--- src/rtl/sfx_pkg.sv ---
package sfx_pkg;

    // Source layout widths
    localparam int EXP_W       = 5;
    localparam int FRAC_WIDE   = 6;
    localparam int FRAC_NARROW = 5;
    localparam int IN_W        = EXP_W + FRAC_WIDE;

    // Destination layout widths
    localparam int F32_EXP_W = 8;
    localparam int F32_MAN_W = 23;
    localparam int F32_W     = 1 + F32_EXP_W + F32_MAN_W;
    localparam int F32_BIAS  = (1 << (F32_EXP_W - 1)) - 1;

    // Derived constants
    localparam int SRC_BIAS = (1 << (EXP_W - 1)) - 1;
    localparam int BIAS_ADJ = F32_BIAS - SRC_BIAS;
    localparam int LZ_W     = $clog2(FRAC_WIDE + 1);
    localparam int PAD_W    = F32_MAN_W - FRAC_WIDE;

    localparam logic [F32_W-1:0] QNAN_WORD = {1'b0, {F32_EXP_W{1'b1}}, 1'b1, {(F32_MAN_W-1){1'b0}}};
    localparam logic [F32_W-1:0] INF_WORD  = {1'b0, {F32_EXP_W{1'b1}}, {F32_MAN_W{1'b0}}};

    typedef enum logic [2:0] {
        CLS_ZERO,
        CLS_SUB,
        CLS_NORM,
        CLS_INF,
        CLS_NAN
    } val_class_e;

    typedef struct packed {
        val_class_e            cls;
        logic [EXP_W-1:0]      expo;
        logic [FRAC_WIDE-1:0]  frac;   // fraction left-justified to FRAC_WIDE
    } fields_t;

    typedef struct packed {
        logic             vld;
        logic [F32_W-1:0] word;
    } stage_t;

endpackage

--- src/rtl/sfx_unpack.sv ---
module sfx_unpack
    import sfx_pkg::*;
(
    input  logic            fmt_narrow,
    input  logic [IN_W-1:0] raw,
    output fields_t         fields
);

    logic [EXP_W-1:0]     exp_wide;
    logic [EXP_W-1:0]     exp_narrow;
    logic [FRAC_WIDE-1:0] frac_wide;
    logic [FRAC_WIDE-1:0] frac_narrow_aligned;

    assign exp_wide   = raw[IN_W-1 -: EXP_W];
    assign exp_narrow = raw[FRAC_NARROW + EXP_W - 1 -: EXP_W];
    assign frac_wide  = raw[FRAC_WIDE-1:0];

    // Narrow fraction is left-justified so both layouts share one datapath
    generate
        if (FRAC_WIDE > FRAC_NARROW) begin : g_pad
            assign frac_narrow_aligned = {raw[FRAC_NARROW-1:0], {(FRAC_WIDE-FRAC_NARROW){1'b0}}};
        end else begin : g_nopad
            assign frac_narrow_aligned = raw[FRAC_WIDE-1:0];
        end
    endgenerate

    always_comb begin
        fields.expo = fmt_narrow ? exp_narrow : exp_wide;
        fields.frac = fmt_narrow ? frac_narrow_aligned : frac_wide;
        if (fields.expo == '1) begin
            fields.cls = (fields.frac != '0) ? CLS_NAN : CLS_INF;
        end else if (fields.expo == '0) begin
            fields.cls = (fields.frac != '0) ? CLS_SUB : CLS_ZERO;
        end else begin
            fields.cls = CLS_NORM;
        end
    end

endmodule

--- src/rtl/sfx_lzc.sv ---
module sfx_lzc #(
    parameter int W   = 6,
    parameter int CNT_W = $clog2(W + 1)
) (
    input  logic [W-1:0]     vec,
    output logic [CNT_W-1:0] zeros
);

    // Scan upward; the highest set bit is the last to assign
    always_comb begin
        zeros = CNT_W'(W);
        for (int i = 0; i < W; i++) begin
            if (vec[i]) begin
                zeros = CNT_W'(W - 1 - i);
            end
        end
    end

endmodule

--- src/rtl/sfx_compose.sv ---
module sfx_compose
    import sfx_pkg::*;
(
    input  fields_t          fields,
    input  logic [LZ_W-1:0]  lead_zeros,
    output logic [F32_W-1:0] word
);

    logic [F32_EXP_W-1:0] exp_norm;
    logic [F32_EXP_W-1:0] exp_sub;
    logic [FRAC_WIDE-1:0] frac_sub;
    logic [LZ_W:0]        shift_amt;

    assign exp_norm  = F32_EXP_W'(fields.expo) + F32_EXP_W'(BIAS_ADJ);
    assign exp_sub   = F32_EXP_W'(BIAS_ADJ) - F32_EXP_W'(lead_zeros);
    assign shift_amt = {1'b0, lead_zeros} + 1'b1;
    // Shift past the leading one; what remains is the hidden-bit mantissa
    assign frac_sub  = fields.frac << shift_amt;

    always_comb begin
        unique case (fields.cls)
            CLS_ZERO: word = '0;
            CLS_SUB:  word = {1'b0, exp_sub, frac_sub, {PAD_W{1'b0}}};
            CLS_NORM: word = {1'b0, exp_norm, fields.frac, {PAD_W{1'b0}}};
            CLS_INF:  word = INF_WORD;
            CLS_NAN:  word = QNAN_WORD;
            default:  word = '0;
        endcase
    end

endmodule

--- src/rtl/smallfloat_expand.sv ---
module smallfloat_expand
    import sfx_pkg::*;
(
    input  logic             clk,
    input  logic             rst_n,
    input  logic             in_valid,
    input  logic             fmt_sel,
    input  logic [IN_W-1:0]  in_bits,
    output logic             out_valid,
    output logic [F32_W-1:0] out_word
);

    fields_t          fields;
    logic [LZ_W-1:0]  lead_zeros;
    logic [F32_W-1:0] comb_word;
    stage_t           stage_d;
    stage_t           stage_q;

    sfx_unpack u_unpack (
        .fmt_narrow (fmt_sel),
        .raw        (in_bits),
        .fields     (fields)
    );

    sfx_lzc #(
        .W     (FRAC_WIDE),
        .CNT_W (LZ_W)
    ) u_lzc (
        .vec   (fields.frac),
        .zeros (lead_zeros)
    );

    sfx_compose u_compose (
        .fields     (fields),
        .lead_zeros (lead_zeros),
        .word       (comb_word)
    );

    always_comb begin
        stage_d     = stage_q;
        stage_d.vld = in_valid;
        if (in_valid) begin
            stage_d.word = comb_word;
        end
    end

    always_ff @(posedge clk or negedge rst_n) begin
        if (!rst_n) begin
            stage_q <= '0;
        end else begin
            stage_q <= stage_d;
        end
    end

    assign out_valid = stage_q.vld;
    assign out_word  = stage_q.word;

endmodule

--- config.mk ---
export PLATFORM = sky130hd
export DESIGN_NAME = smallfloat_expand
export DESIGN_NICKNAME = d
export VERILOG_FILES = /design/src/rtl/sfx_pkg.sv /design/src/rtl/sfx_unpack.sv /design/src/rtl/sfx_lzc.sv /design/src/rtl/sfx_compose.sv /design/src/rtl/smallfloat_expand.sv
export SDC_FILE = /design/constraint.sdc
export NUM_CORES = 1
export LEC_CHECK = 0
export BUFFER_PORTS_ARGS = -buffer_cell sky130_fd_sc_hd__buf_2
export CAP_MARGIN = 25
export CORE_MARGIN = 3
export CORE_UTILIZATION = 45
export CTS_CLUSTER_DIAMETER = 60
export DETAILED_ROUTE_END_ITERATION = 8
export GPL_ROUTABILITY_DRIVEN = 0
export MAX_ROUTING_LAYER = met4
export PLACE_DENSITY = 0.72
export SYNTH_ARGS = -nofsm -noshare
export SYNTH_HDL_FRONTEND = slang
export SYNTH_SLANG_ARGS = --single-unit
--- constraint.sdc ---
create_clock -name clk -period 1.1 [get_ports clk]
set_input_delay 0.055 -clock clk [delete_from_list [all_inputs] [get_ports clk]]
set_output_delay 0.055 -clock clk [all_outputs]
set_load 0.01 [all_outputs]
# Word level (Yosys, flattened, before mapping)
# Index checks and enable logic that the tools add are counted.
dict set report totals {
  regBits 33
}
dict set report classes {
  n_addsub 3
  eq_ne 5
  n_shift 1
  mux 13
  n_reduce_logical 2
}
# op count
set op_table {}
lappend op_table {{one-hot mux 31 bit (4 select lines)} 1}
lappend op_table {{two-way mux 3 bit} 7}
lappend op_table {{adder 5 x 7 -> 8 bit (second input constant)} 1}
lappend op_table {{subtractor 7 x 3 -> 8 bit (first input constant)} 1}
lappend op_table {{equality test 3 x 2 -> 1 bit (second input constant)} 2}
lappend op_table {{two-way mux 6 bit} 1}
lappend op_table {{nonzero test 6 bit} 1}
lappend op_table {{<< shifter 6 x 4 -> 6 bit} 1}
lappend op_table {{equality test 5 bit (second input constant)} 1}
lappend op_table {{logical NOT 5 bit} 1}
lappend op_table {{two-way mux 5 bit} 1}
lappend op_table {{adder 3 x 1 -> 4 bit (second input constant)} 1}
lappend op_table {{two-way mux 2 bit} 2}
lappend op_table {{equality test 3 x 1 -> 1 bit (second input constant)} 1}
lappend op_table {{equality test 3 bit (second input constant)} 1}
lappend op_table {{two-way mux 1 bit} 1}

# Depth between registers and ports, before layout
# Gate-level depths: netlist (run 1).
dict set report logic_depth {
  depth_word 10
  ltp_mapped 11
}

# Hierarchy
# A second synthesis (run 1) with hierarchy kept.
dict set report hier_totals {
  hier_cells 188
  hier_area_um2 2284.7
}
# module instances cells_per_inst area_per_inst_um2 seq_area_each_um2
set modules_own_cells {}
lappend modules_own_cells {smallfloat_expand 1 69 1370.1 825.8}
lappend modules_own_cells {sfx_compose 1 86 634.4 0.0}
lappend modules_own_cells {sfx_unpack 1 25 229.0 0.0}
lappend modules_own_cells {sfx_lzc 1 8 51.3 0.0}

# Worst setup path after synthesis (run 1)
# Ideal clock, no wire load.
dict set report synth_path {
  kind {in2reg}
  start {input port fmt_sel}
  end {register stage_q (netlist bit out_word[22])}
  setup_time_ns 0.095
  t_arrival_ns 1.781
  t_required_ns 1.005
  slack_ns -0.776
  stages 11
  path_cell_list {buf_6 -> buf_2 -> nand2_1 -> nand2_1 -> or3_1 -> inv_1 -> ha_1 -> clkbuf_2 -> nor3_1 -> a21boi_0 -> o31ai_1}
}
dict set report synth_between {
  elab_chain_cells 10
  word_cells_on_any_way 22
  classes_between {add/sub (1); eq/ne (5); shift (1); mux (13); reduce/logical (2)}
}
# item line
set synth_lines {}
lappend synth_lines {{start: declaration} smallfloat_expand.sv:7} ;# input logic fmt_sel,
lappend synth_lines {{two-way mux 6 bit} sfx_unpack.sv:29} ;# fields.frac = fmt_narrow ? frac_narrow_aligned : frac_wide;
lappend synth_lines {{two-way mux 2 bit (2 in series)} sfx_lzc.sv:13} ;# if (vec[i]) begin
lappend synth_lines {{two-way mux 3 bit (4 in series)} sfx_lzc.sv:13}
lappend synth_lines {{adder 3 x 1 -> 4 bit} sfx_compose.sv:16} ;# assign shift_amt = {1'b0, lead_zeros} + 1'b1;
lappend synth_lines {{<< shifter 6 x 4 -> 6 bit} sfx_compose.sv:18} ;# assign frac_sub = fields.frac << shift_amt;
lappend synth_lines {{one-hot mux 31 bit (4 select lines) (*)} sfx_compose.sv:21} ;# unique case (fields.cls)
lappend synth_lines {{end signal: assignment} smallfloat_expand.sv:51} ;# stage_q <= stage_d;
lappend synth_lines {{end: declaration} smallfloat_expand.sv:17} ;# stage_t stage_q;
# Mark *: on every way between the ends. The rest lies on a longest branch, timed or not.
# A chain may end at the register's enable or synchronous reset.

# Final worst setup path (run 1)
dict set report layout_path {
  start {input port fmt_sel}
  end {register stage_q (netlist bit out_word[19])}
}
# Same word-level chain as after synthesis.

==> results.yml, run 1 <==
outcome:
  status: "finished, violations left"
  violations: "negative setup slack"
layout:
  drive_above_1_share_pct: 54.3
  areaGrowthSynthToFinish_pct: 56.1
  n_antenna_cell: 0
  fin_area_mm2: 0.00229
  layout.nets: 277
logic_synthesis:
  yosysWarningCount: 0
  synthFlopType: "dfrtp_1"
  synth-edff-count: 0
  synthArstFlopShare_pct: 100
  synth-simple-area-share_pct: 24.4
  synth-xor-area-share_pct: 0.596
  yosys.area.top_type: "dfrtp_1"
  syn-cell-area_mm2: 0.00147
  synth_fa_ha_area_share_pct: 2.56
  yosys.area.top_type_share_pct: 23.9
  synthMuxAreaShare_pct: 1.62
  synth-seq-cells: 14
  syn_inst: 175
  synth_compound_area_share_pct: 30.1
  synth_top_cells_by_area: "dfrtp_1 24%, buf_4 11%, a21oi_1 3.1%"
  syn_avg_cell_area_um2: 8.39
  synth_cell_types: 63
  synth_top_family_by_area: "compound AO/OA/AOI/OAI gates"
  yosysSeqAreaShare_pct: 23.9
place:
  dp_hpwl_um: 3480
  dpl-instance-area_mm2: 0.00200
  io_buffers: 29
  place_ws_ns: -0.866
route:
  antenna_left: 0
  num_vias: 1653
  dr.first_iter.drc_count: 113
  wl_um: 4760
  route.detailed.drc: 0
  dr.pass1.iters: 4
  avgViaCountPerCell: 5.47
  post_drt_wl_per_cell_um: 15.8
sta:
  rsz0062_at_grt: "yes"
  worst_clock_skew_ns: 0
  worst_pin_slew_ns: 0.508
  worst_slack_ns: -0.483
  setup-violations-final: 10
  slew_headroom_pct: 66.1
  period_minus_slack_ns: 1.58
  post-route-period-util_pct: 144
  max_freq_mhz: 632
  drv_slew: 0
  tns_ns: -3.96
  hold_violations: 0
critical_path:
  path_class: "in2reg"
  startpoint_type: "input pin"
  max_stage_delay_ns: 0.38
  crit_fanout: 5
  worst_path_max_delay_cell: "or3_4"
  end_kind: "flip-flop"
  worstReg2RegEnd: "out_word[19]"
  cp_common_cell: "or3_4"
  r2r_start: "out_word[19]"
  rrSetupSlack_ns: 0.08
  crit_arrival_ns: 1.78
  reg2reg_depth: 2
  cp_cell_sequence: "buf_8 -> or2b_4 -> nand2_2 -> nor3_2 -> or3_4 -> inv_4 -> ha_4 -> xnor2_4 -> or3_4 -> o31ai_4"
  crit_required_ns: 1.29
die:
  core_mm2: 0.00308
  die_h_um: 63.1
  die_w_um: 63.1
  dieArea_mm2: 0.00399
  ioPinCount: 48
  start_util_pct: 47.7
  rows: 20
cts:
  htree_levels: 1
  cts_tree: "built"
  clk_latency_ns: 0.27
  clk_pin_slew_ns: 0.08
  clock-sinks: 14
  clk_path_buf_depth: 2
  cts-root-buf: "clkbuf_4"
  cts_buffers: 3
global_routing:
  globalRouteOverflowTotal: 0
  grt_usage_pct: 24.3
  grt_max_degree: 15
  first_global_vias: 1626
  antenna_found_initial: 0
  grt_pass1_wl_um: 7600
pwr:
  vdd_drop_max_uv: 361
  p_per_area_mw_per_mm2: 848
  p_leak_nw: 1.03
run:
  max_cap_viol_count: 0
worst_hold_path:
  hold_end: "out_valid"
  hp-start: "in_valid"
  worst_hold_path.num_cells: 2
  min_path_type: "in2reg"
sequential cells by signal, summed over array words and instances (netlist names):
signal     flops
out_word      13
out_valid      1
cells in the mapped netlist, types with 3 or more instances:
master / count
buf_4: 21
dfrtp_1: 14
nand2_1: 11
nor2_1: 11
a21oi_1: 9
o21ai_0: 7
o31ai_1: 6
inv_1: 5
nor2b_1: 5
nor3_1: 5
a21boi_0: 4
a221oi_1: 4
o2bb2ai_1: 4
ha_1: 3
nand2b_1: 3
o21a_1: 3
routing by layer:
layer / track usage (%) / up-vias / wire (um)
met4: 10.7 / 0 / 110
li1: - / 782 / -
met5: - / - / 0
met3: 1.78 / 10 / 254
met1: 28.9 / 796 / 1980
met2: 42.0 / 65 / 2420
placed cells by master (no fill, tap or decap), types with 3 or more instances in the layout:
cell type / n
nand2_1: 9
dfrtp_1: 14
conb_1: 18
o21ai_0: 5
inv_1: 4
a21oi_1: 7
o21a_1: 3
nand2_2: 4
buf_4: 59
buf_2: 27
nor2b_1: 4
ha_4: 3
o31ai_1: 4
clkbuf_4: 3
buf_6: 3
nor2_1: 11
o2bb2ai_1: 3
metrics by stage:
stage | utilization (%) | total power, W | std cells | hold WS, ns
finish | 74.5 | 0.00195 | 302 | 0.0716
global route | 74.5 | 0.00207 | 302 | 0.0719
CTS | 71.4 | 0.00185 | 301 | 0.0718
detailed placement | 65.0 | 0.00140 | 291 | -0.0380
global placement | 65.0 | 0.00138 | 291 | -0.0508
floorplan | - | 0.00111 | 192 | -0.241
worst max path at each step:
stage / start / to / cells past startpoint
after floorplan: fmt_sel / out_word[19] / 10
after global routing: fmt_sel / out_word[19] / 10
final: fmt_sel / out_word[19] / 10
after global placement: fmt_sel / out_word[19] / 10
after CTS: fmt_sel / out_word[19] / 10
after detailed placement: fmt_sel / out_word[21] / 9
cell families after synthesis:
logic type      after synthesis
compound gates               58
xor+xnor                      1
fa+ha+maj                     3
buf+inv                      37
flops                        14
mux                           2
other cells                   1
simple gates                 59
timing repair:
item	in CTS	in global routing
resized for setup	24	15
setup buffers	5	1
setup endpoints to repair	12	12
pin swaps	5	3
hold buffers	1	0
hold endpoints to repair	14	0
worst max-delay path, delay by kind of cell:
family                   cells  cell delay (ns)
adder cells (fa/ha/maj)      1             0.15
AO/OA/AOI/OAI                1             0.22
AND/OR/NAND/NOR              5             1.10
XOR/XNOR                     1             0.07
buffers and inverters        2             0.17
area by class of cell:
cell class | count | area (um2)
multi-input cells | 141 | 1160
flip-flops and latches | 14 | 350
inverters | 7 | 31.3
well taps | 44 | 55.1
clock buffers | 4 | 36.3
repair buffers | 92 | 657
fillers | 225 | 785
power by group:
| group | switching (W) | internal (W) | leakage (nW) |
|---|---|---|---|
| Combinational | 0.000504 | 0.000469 | 0.848 |
| Sequential | 0.0000336 | 0.000571 | 0.166 |
| Clock | 0.000166 | 0.000201 | 0.0210 |
| Total | 0.000704 | 0.00124 | 1.03 |
Note: power is estimated with default switching activity, not from simulation.
==> run 2: changes to the inputs <==
--- a/config.mk
+++ b/config.mk
@@ -14,6 +14,7 @@
 export GPL_ROUTABILITY_DRIVEN = 0
 export MAX_ROUTING_LAYER = met4
 export PLACE_DENSITY = 0.72
+export SKIP_CTS_REPAIR_TIMING = 1
 export SYNTH_ARGS = -nofsm -noshare
 export SYNTH_HDL_FRONTEND = slang
 export SYNTH_SLANG_ARGS = --single-unit
==> run 2 against run 1 <==
The run still ends with negative setup slack left. Largest cell class unchanged. Flip-flop and latch count stayed put. Largest power group unchanged. Critical endpoint is now out_word[21]. Core utilization is 2.4 points lower. Die area is the same.
==> results.yml, run 2 (synthesis gave the netlist of run 1 again) <==
outcome:
  status: "finished, violations left"
  violations: "negative setup slack"
critical_path:
  cp_common_cell: "or3_4"
  crit_required_ns: 1.28
  critPathTopFamily: "simple AND/OR/NAND/NOR gates"
  path_buf_inv: 2
  end_kind: "flip-flop"
  crit_fanout: 5
  max_stage_delay_ns: 0.37
  worst_path_max_delay_cell: "or3_4"
  startpoint_type: "input pin"
  path_class: "in2reg"
  worstReg2RegEnd: "out_word[21]"
  r2r_start: "out_word[21]"
  rrSetupSlack_ns: 0.15
  reg2reg_depth: 4
  cp_cell_sequence: "buf_8 -> or2b_4 -> nand2_2 -> nor3_2 -> or3_4 -> inv_4 -> ha_4 -> xnor2_4 -> or3_4 -> o31ai_2"
  crit_arrival_ns: 1.74
run:
  max_cap_viol_count: 0
place:
  place_ws_ns: -0.866
  dp_hpwl_um: 3480
  dpl.cell_count: 291
  dpl-instance-area_mm2: 0.00200
  io_buffers: 29
global_routing:
  top_usage_layer: "met2"
  globalRouteOverflowTotal: 0
  antenna_found_initial: 0
  gr-usage-met1_pct: 26.8
  grt_max_degree: 15
  first_global_vias: 1520
  grt_use_met2_pct: 37.9
  grtUsageMet3_pct: 1.96
  grt_usage_pct: 22.0
  grt_pass1_wl_um: 6980
pwr:
  p_leak_nw: 1.01
  clkPwrFrac_pct: 19.2
  vdd_drop_max_uv: 321
  p_sw_w: 0.000668
  p_sw_share_pct: 35.6
  p_int_w: 0.00121
  pwr-share-comb_pct: 48.6
  seq_power_share_pct: 32.1
  p_per_area_mw_per_mm2: 846
layout:
  n_antenna_cell: 0
  finalNonFillerCells: 299
  mostFrequentLayoutCell: "buf_4"
  largest_reg_flops: 13
  final_cell_mix: "57 x buf_4, 27 x buf_2, 18 x conb_1, 14 x dfrtp_1, 11 x nor2_1"
  drive_above_1_share_pct: 52.9
  layout.nets: 274
  areaGrowthSynthToFinish_pct: 51.0
  fin_area_mm2: 0.00222
cts:
  cts_buffers: 3
  htree_levels: 1
  cts-root-buf: "clkbuf_4"
  clk_pin_slew_ns: 0.08
  cts_tree: "built"
  clk_path_buf_depth: 2
  clock-sinks: 14
  clk_latency_ns: 0.27
worst_hold_path:
  min_path_type: "in2reg"
  hp-start: "in_valid"
  worst_hold_path.num_cells: 2
  hold_end: "out_valid"
sta:
  period_minus_slack_ns: 1.56
  worst_clock_skew_ns: 0
  rsz0062_at_grt: "yes"
  hold_violations: 0
  hold_ws_ns: 0.0713
  tns_ns: -3.84
  worst_slack_ns: -0.459
  drv_slew: 0
  post-route-period-util_pct: 142
  setup-violations-final: 10
  max_freq_mhz: 641
route:
  dr.pass1.iters: 4
  num_vias: 1629
  route.detailed.drc: 0
  dr.first_iter.drc_count: 87
  avgViaCountPerCell: 5.45
  wl_um: 4440
  antenna_left: 0
  post_drt_wl_per_cell_um: 14.9
die:
  start_util_pct: 47.7
  die_w_um: 63.1
  dieArea_mm2: 0.00399
  die_h_um: 63.1
  rows: 20
  core_mm2: 0.00308
  ioPinCount: 48
## run 2: power by group through the flow
stage               Combinational (W)  Clock (W)  Sequential, W
finish                       0.000912   0.000361       0.000603
floorplan                    0.000474          0       0.000638
CTS                          0.000791   0.000370       0.000603
global route                 0.000987   0.000411       0.000612
detailed placement           0.000791          0       0.000611
global placement             0.000769          0       0.000609
## run 2: routing by layer
metal / share of wire [%] / vias up / routed length, um
met5: 0 / - / 0
met4: 2.8 / 0 / 124
met1: 42 / 760 / 1880
li1: - / 778 / -
met2: 49 / 77 / 2160
met3: 6.3 / 14 / 280
## run 2: layout make-up
class	instances	area [um2]
multi-input combinational	141	1120
fill	237	860
timing repair buffer	89	631
sequential	14	350
tap	44	55.1
clock buffer	4	36.3
inverter	7	28.8
## run 2: worst register-to-register path, delay by kind of cell (launching register included)
kind / cells / cell delay, ns
flip-flops: 1 / 0.40
AO/OA/AOI/OAI: 3 / 0.35
AND/OR/NAND/NOR: 1 / 0.07
## run 2: worst max-delay path by stage
stage	start	end	cells after the start	slack (ns)
final	fmt_sel	out_word[21]	10	-0.46
after global routing	fmt_sel	out_word[21]	10	-0.51
after CTS	fmt_sel	out_word[21]	9	-0.54
after detailed placement	fmt_sel	out_word[21]	9	-0.87
after global placement	fmt_sel	out_word[19]	10	-0.73
after floorplan	fmt_sel	out_word[19]	10	-0.62
## run 2: stage by stage
step	utilization [%]	total power, W
CTS	66.2	0.00176
global route	72.1	0.00201
finish	72.1	0.00188
global placement	65.0	0.00138
detailed placement	65.0	0.00140
floorplan	-	0.00111
==> run 3: changes to the inputs <==
--- a/config.mk
+++ b/config.mk
@@ -5,7 +5,7 @@
 export SDC_FILE = /design/constraint.sdc
 export NUM_CORES = 1
 export LEC_CHECK = 0
-export BUFFER_PORTS_ARGS = -buffer_cell sky130_fd_sc_hd__buf_2
+export BUFFER_PORTS_ARGS = -buffer_cell sky130_fd_sc_hd__buf_4
 export CAP_MARGIN = 25
 export CORE_MARGIN = 3
 export CORE_UTILIZATION = 45
==> constraint.sdc (replaced) <==
create_clock -name clk -period 1.1 [get_ports clk]
set_input_delay 0.055 -clock clk [delete_from_list [all_inputs] [get_ports clk]]
set_output_delay 0.055 -clock clk [all_outputs]
set_load 0.02 [all_outputs]
==> run 3 against run 2 <==
The run still ends with negative setup slack left. Sequential power rose by 0.7%. First-iteration DRC count rose by 4.6%. Design area grew 2.4%. Worst setup slack lost 0.043 ns. Maximum frequency down 2.7%. Clock power down 26%. Cell count shrank 0.67%. Largest cell class unchanged. Largest power group unchanged. Critical path type unchanged. Combinational power up 14%. Total power rose by 2.1%. Die area is the same. Core utilization rose by 1.7 points. Wire length grew 2.2%.
==> results.yml, run 3 (synthesis gave the netlist of run 1 again) <==
cts:
  clk_pin_slew_ns: 0.07
  cts_tree: "built"
  htree_levels: 1
  clk_latency_ns: 0.26
  cts-root-buf: "clkbuf_4"
  clock-sinks: 14
  cts_buffers: 3
  clk_path_buf_depth: 2
layout:
  drive_above_1_share_pct: 51.8
  largest_reg_flops: 13
  multi_input_comb_area_mm2: 0.00112
  fill_cells: 220
  layout.nets: 273
  n_antenna_cell: 0
  final_cell_mix: "81 x buf_4, 18 x conb_1, 14 x dfrtp_1, 11 x nor2_1, 8 x a21oi_1"
  mostFrequentLayoutCell: "buf_4"
  ff_latch_area_um2: 350
  areaGrowthSynthToFinish_pct: 54.6
  fin_util_pct: 73.8
critical_path:
  crit_required_ns: 1.28
  r2r_start: "out_word[21]"
  critPathLaunch: "fmt_sel"
  startpoint_type: "input pin"
  path_class: "in2reg"
  crit_fanout: 14
  end_kind: "flip-flop"
  crit_arrival_ns: 1.78
die:
  dieArea_mm2: 0.00399
  die_h_um: 63.1
  start_util_pct: 47.7
  ioPinCount: 48
  core_mm2: 0.00308
  die_w_um: 63.1
  rows: 20
route:
  post_drt_wl_per_cell_um: 15.3
  dr_wl_met3_um: 292
  dr.first_iter.drc_count: 91
  avgViaCountPerCell: 5.36
  dr.pass1.iters: 4
  routed-wl-met2_um: 2320
  route.detailed.drc: 0
  wl_met1_um: 1880
  num_vias: 1592
  antenna_left: 0
  routed.top_layer: "met4"
  wl_um: 4540
place:
  io_buffers: 29
  place_ws_ns: -0.814
  dp_hpwl_um: 3560
sta:
  post-route-period-util_pct: 146
  period_minus_slack_ns: 1.60
  worst_slack_ns: -0.502
  max_freq_mhz: 624
  setup-violations-final: 10
  hold_violations: 0
  rsz0062_at_grt: "yes"
  hold_ws_ns: 0.144
  worst_clock_skew_ns: 0
  drv_slew: 0
worst_hold_path:
  hp-start: "in_valid"
  min_path_type: "in2reg"
global_routing:
  globalRouteOverflowTotal: 0
  first_global_vias: 1510
  antenna_found_initial: 0
  grt_pass1_wl_um: 7060
  grt_usage_pct: 22.4
  grt_max_degree: 18
outcome:
  status: "finished, violations left"
  violations: "negative setup slack"
run:
  max_cap_viol_count: 0
pwr:
  p_leak_nw: 1.04
  p_per_area_mw_per_mm2: 843
  vdd_drop_max_uv: 351
-- run 3: cell count changes in the layout (fill, tap and decap cells not counted), sizes merged --
cell | previous run | this run
buf | 88 | 87
clkbuf | 4 | 3
-- run 3: per-stage QoR --
step / cell area [um2] / std cells / setup TNS (ns) / power [W]
floorplan: 1620 / 192 / -5.04 / 0.00119
finish: 2270 / 297 / -3.90 / 0.00191
detailed placement: 2060 / 289 / -7.77 / 0.00154
global route: 2270 / 297 / -4.38 / 0.00203
global placement: 2060 / 289 / -7.18 / 0.00151
CTS: 2080 / 292 / -4.24 / 0.00181
-- run 3: layer usage --
layer  up-vias  track usage [%]
met3         6             2.14
met2        60             37.7
met4         0             6.89
met5         -                -
met1       754             28.4
li1        772                -
-- run 3: worst paths after layout --
path | end | slack [ns] | cells past startpoint
max reg2reg | out_word[21] | 0.15 | 4
min in group asynchronous | out_word[30] | 0.18 | 2
min | out_valid | 0.14 | 2
max in group asynchronous | out_word[18] | 0.77 | 2
max | out_word[19] | -0.50 | 10
min reg2reg | out_word[27] | 0.49 | 1
-- run 3: cell type report --
cell class | instances | area share (%)
clock buffer | 3 | 0.992
multi-input combinational | 141 | 49.3
tap | 44 | 2.42
inverter | 7 | 1.16
sequential | 14 | 15.4
timing repair buffer | 88 | 30.7
-- run 3: worst max-delay path, stage by stage --
cell and delay (ns):
buf_8 0.11, buf_12 0.14, nand2_2 0.06, nand2_1 0.09
or3_4 0.40, inv_2 0.07, ha_4 0.15, xnor2_4 0.09
or3_4 0.42, o31ai_2 0.19
-- run 3: where the power goes --
| group | total (W) | switching [W] | leakage, nW | internal [W] |
|---|---|---|---|---|
| Sequential | 0.000607 | 0.0000355 | 0.166 | 0.000571 |
| Combinational | 0.00104 | 0.000550 | 0.857 | 0.000493 |
| Clock | 0.000266 | 0.000139 | 0.0138 | 0.000126 |
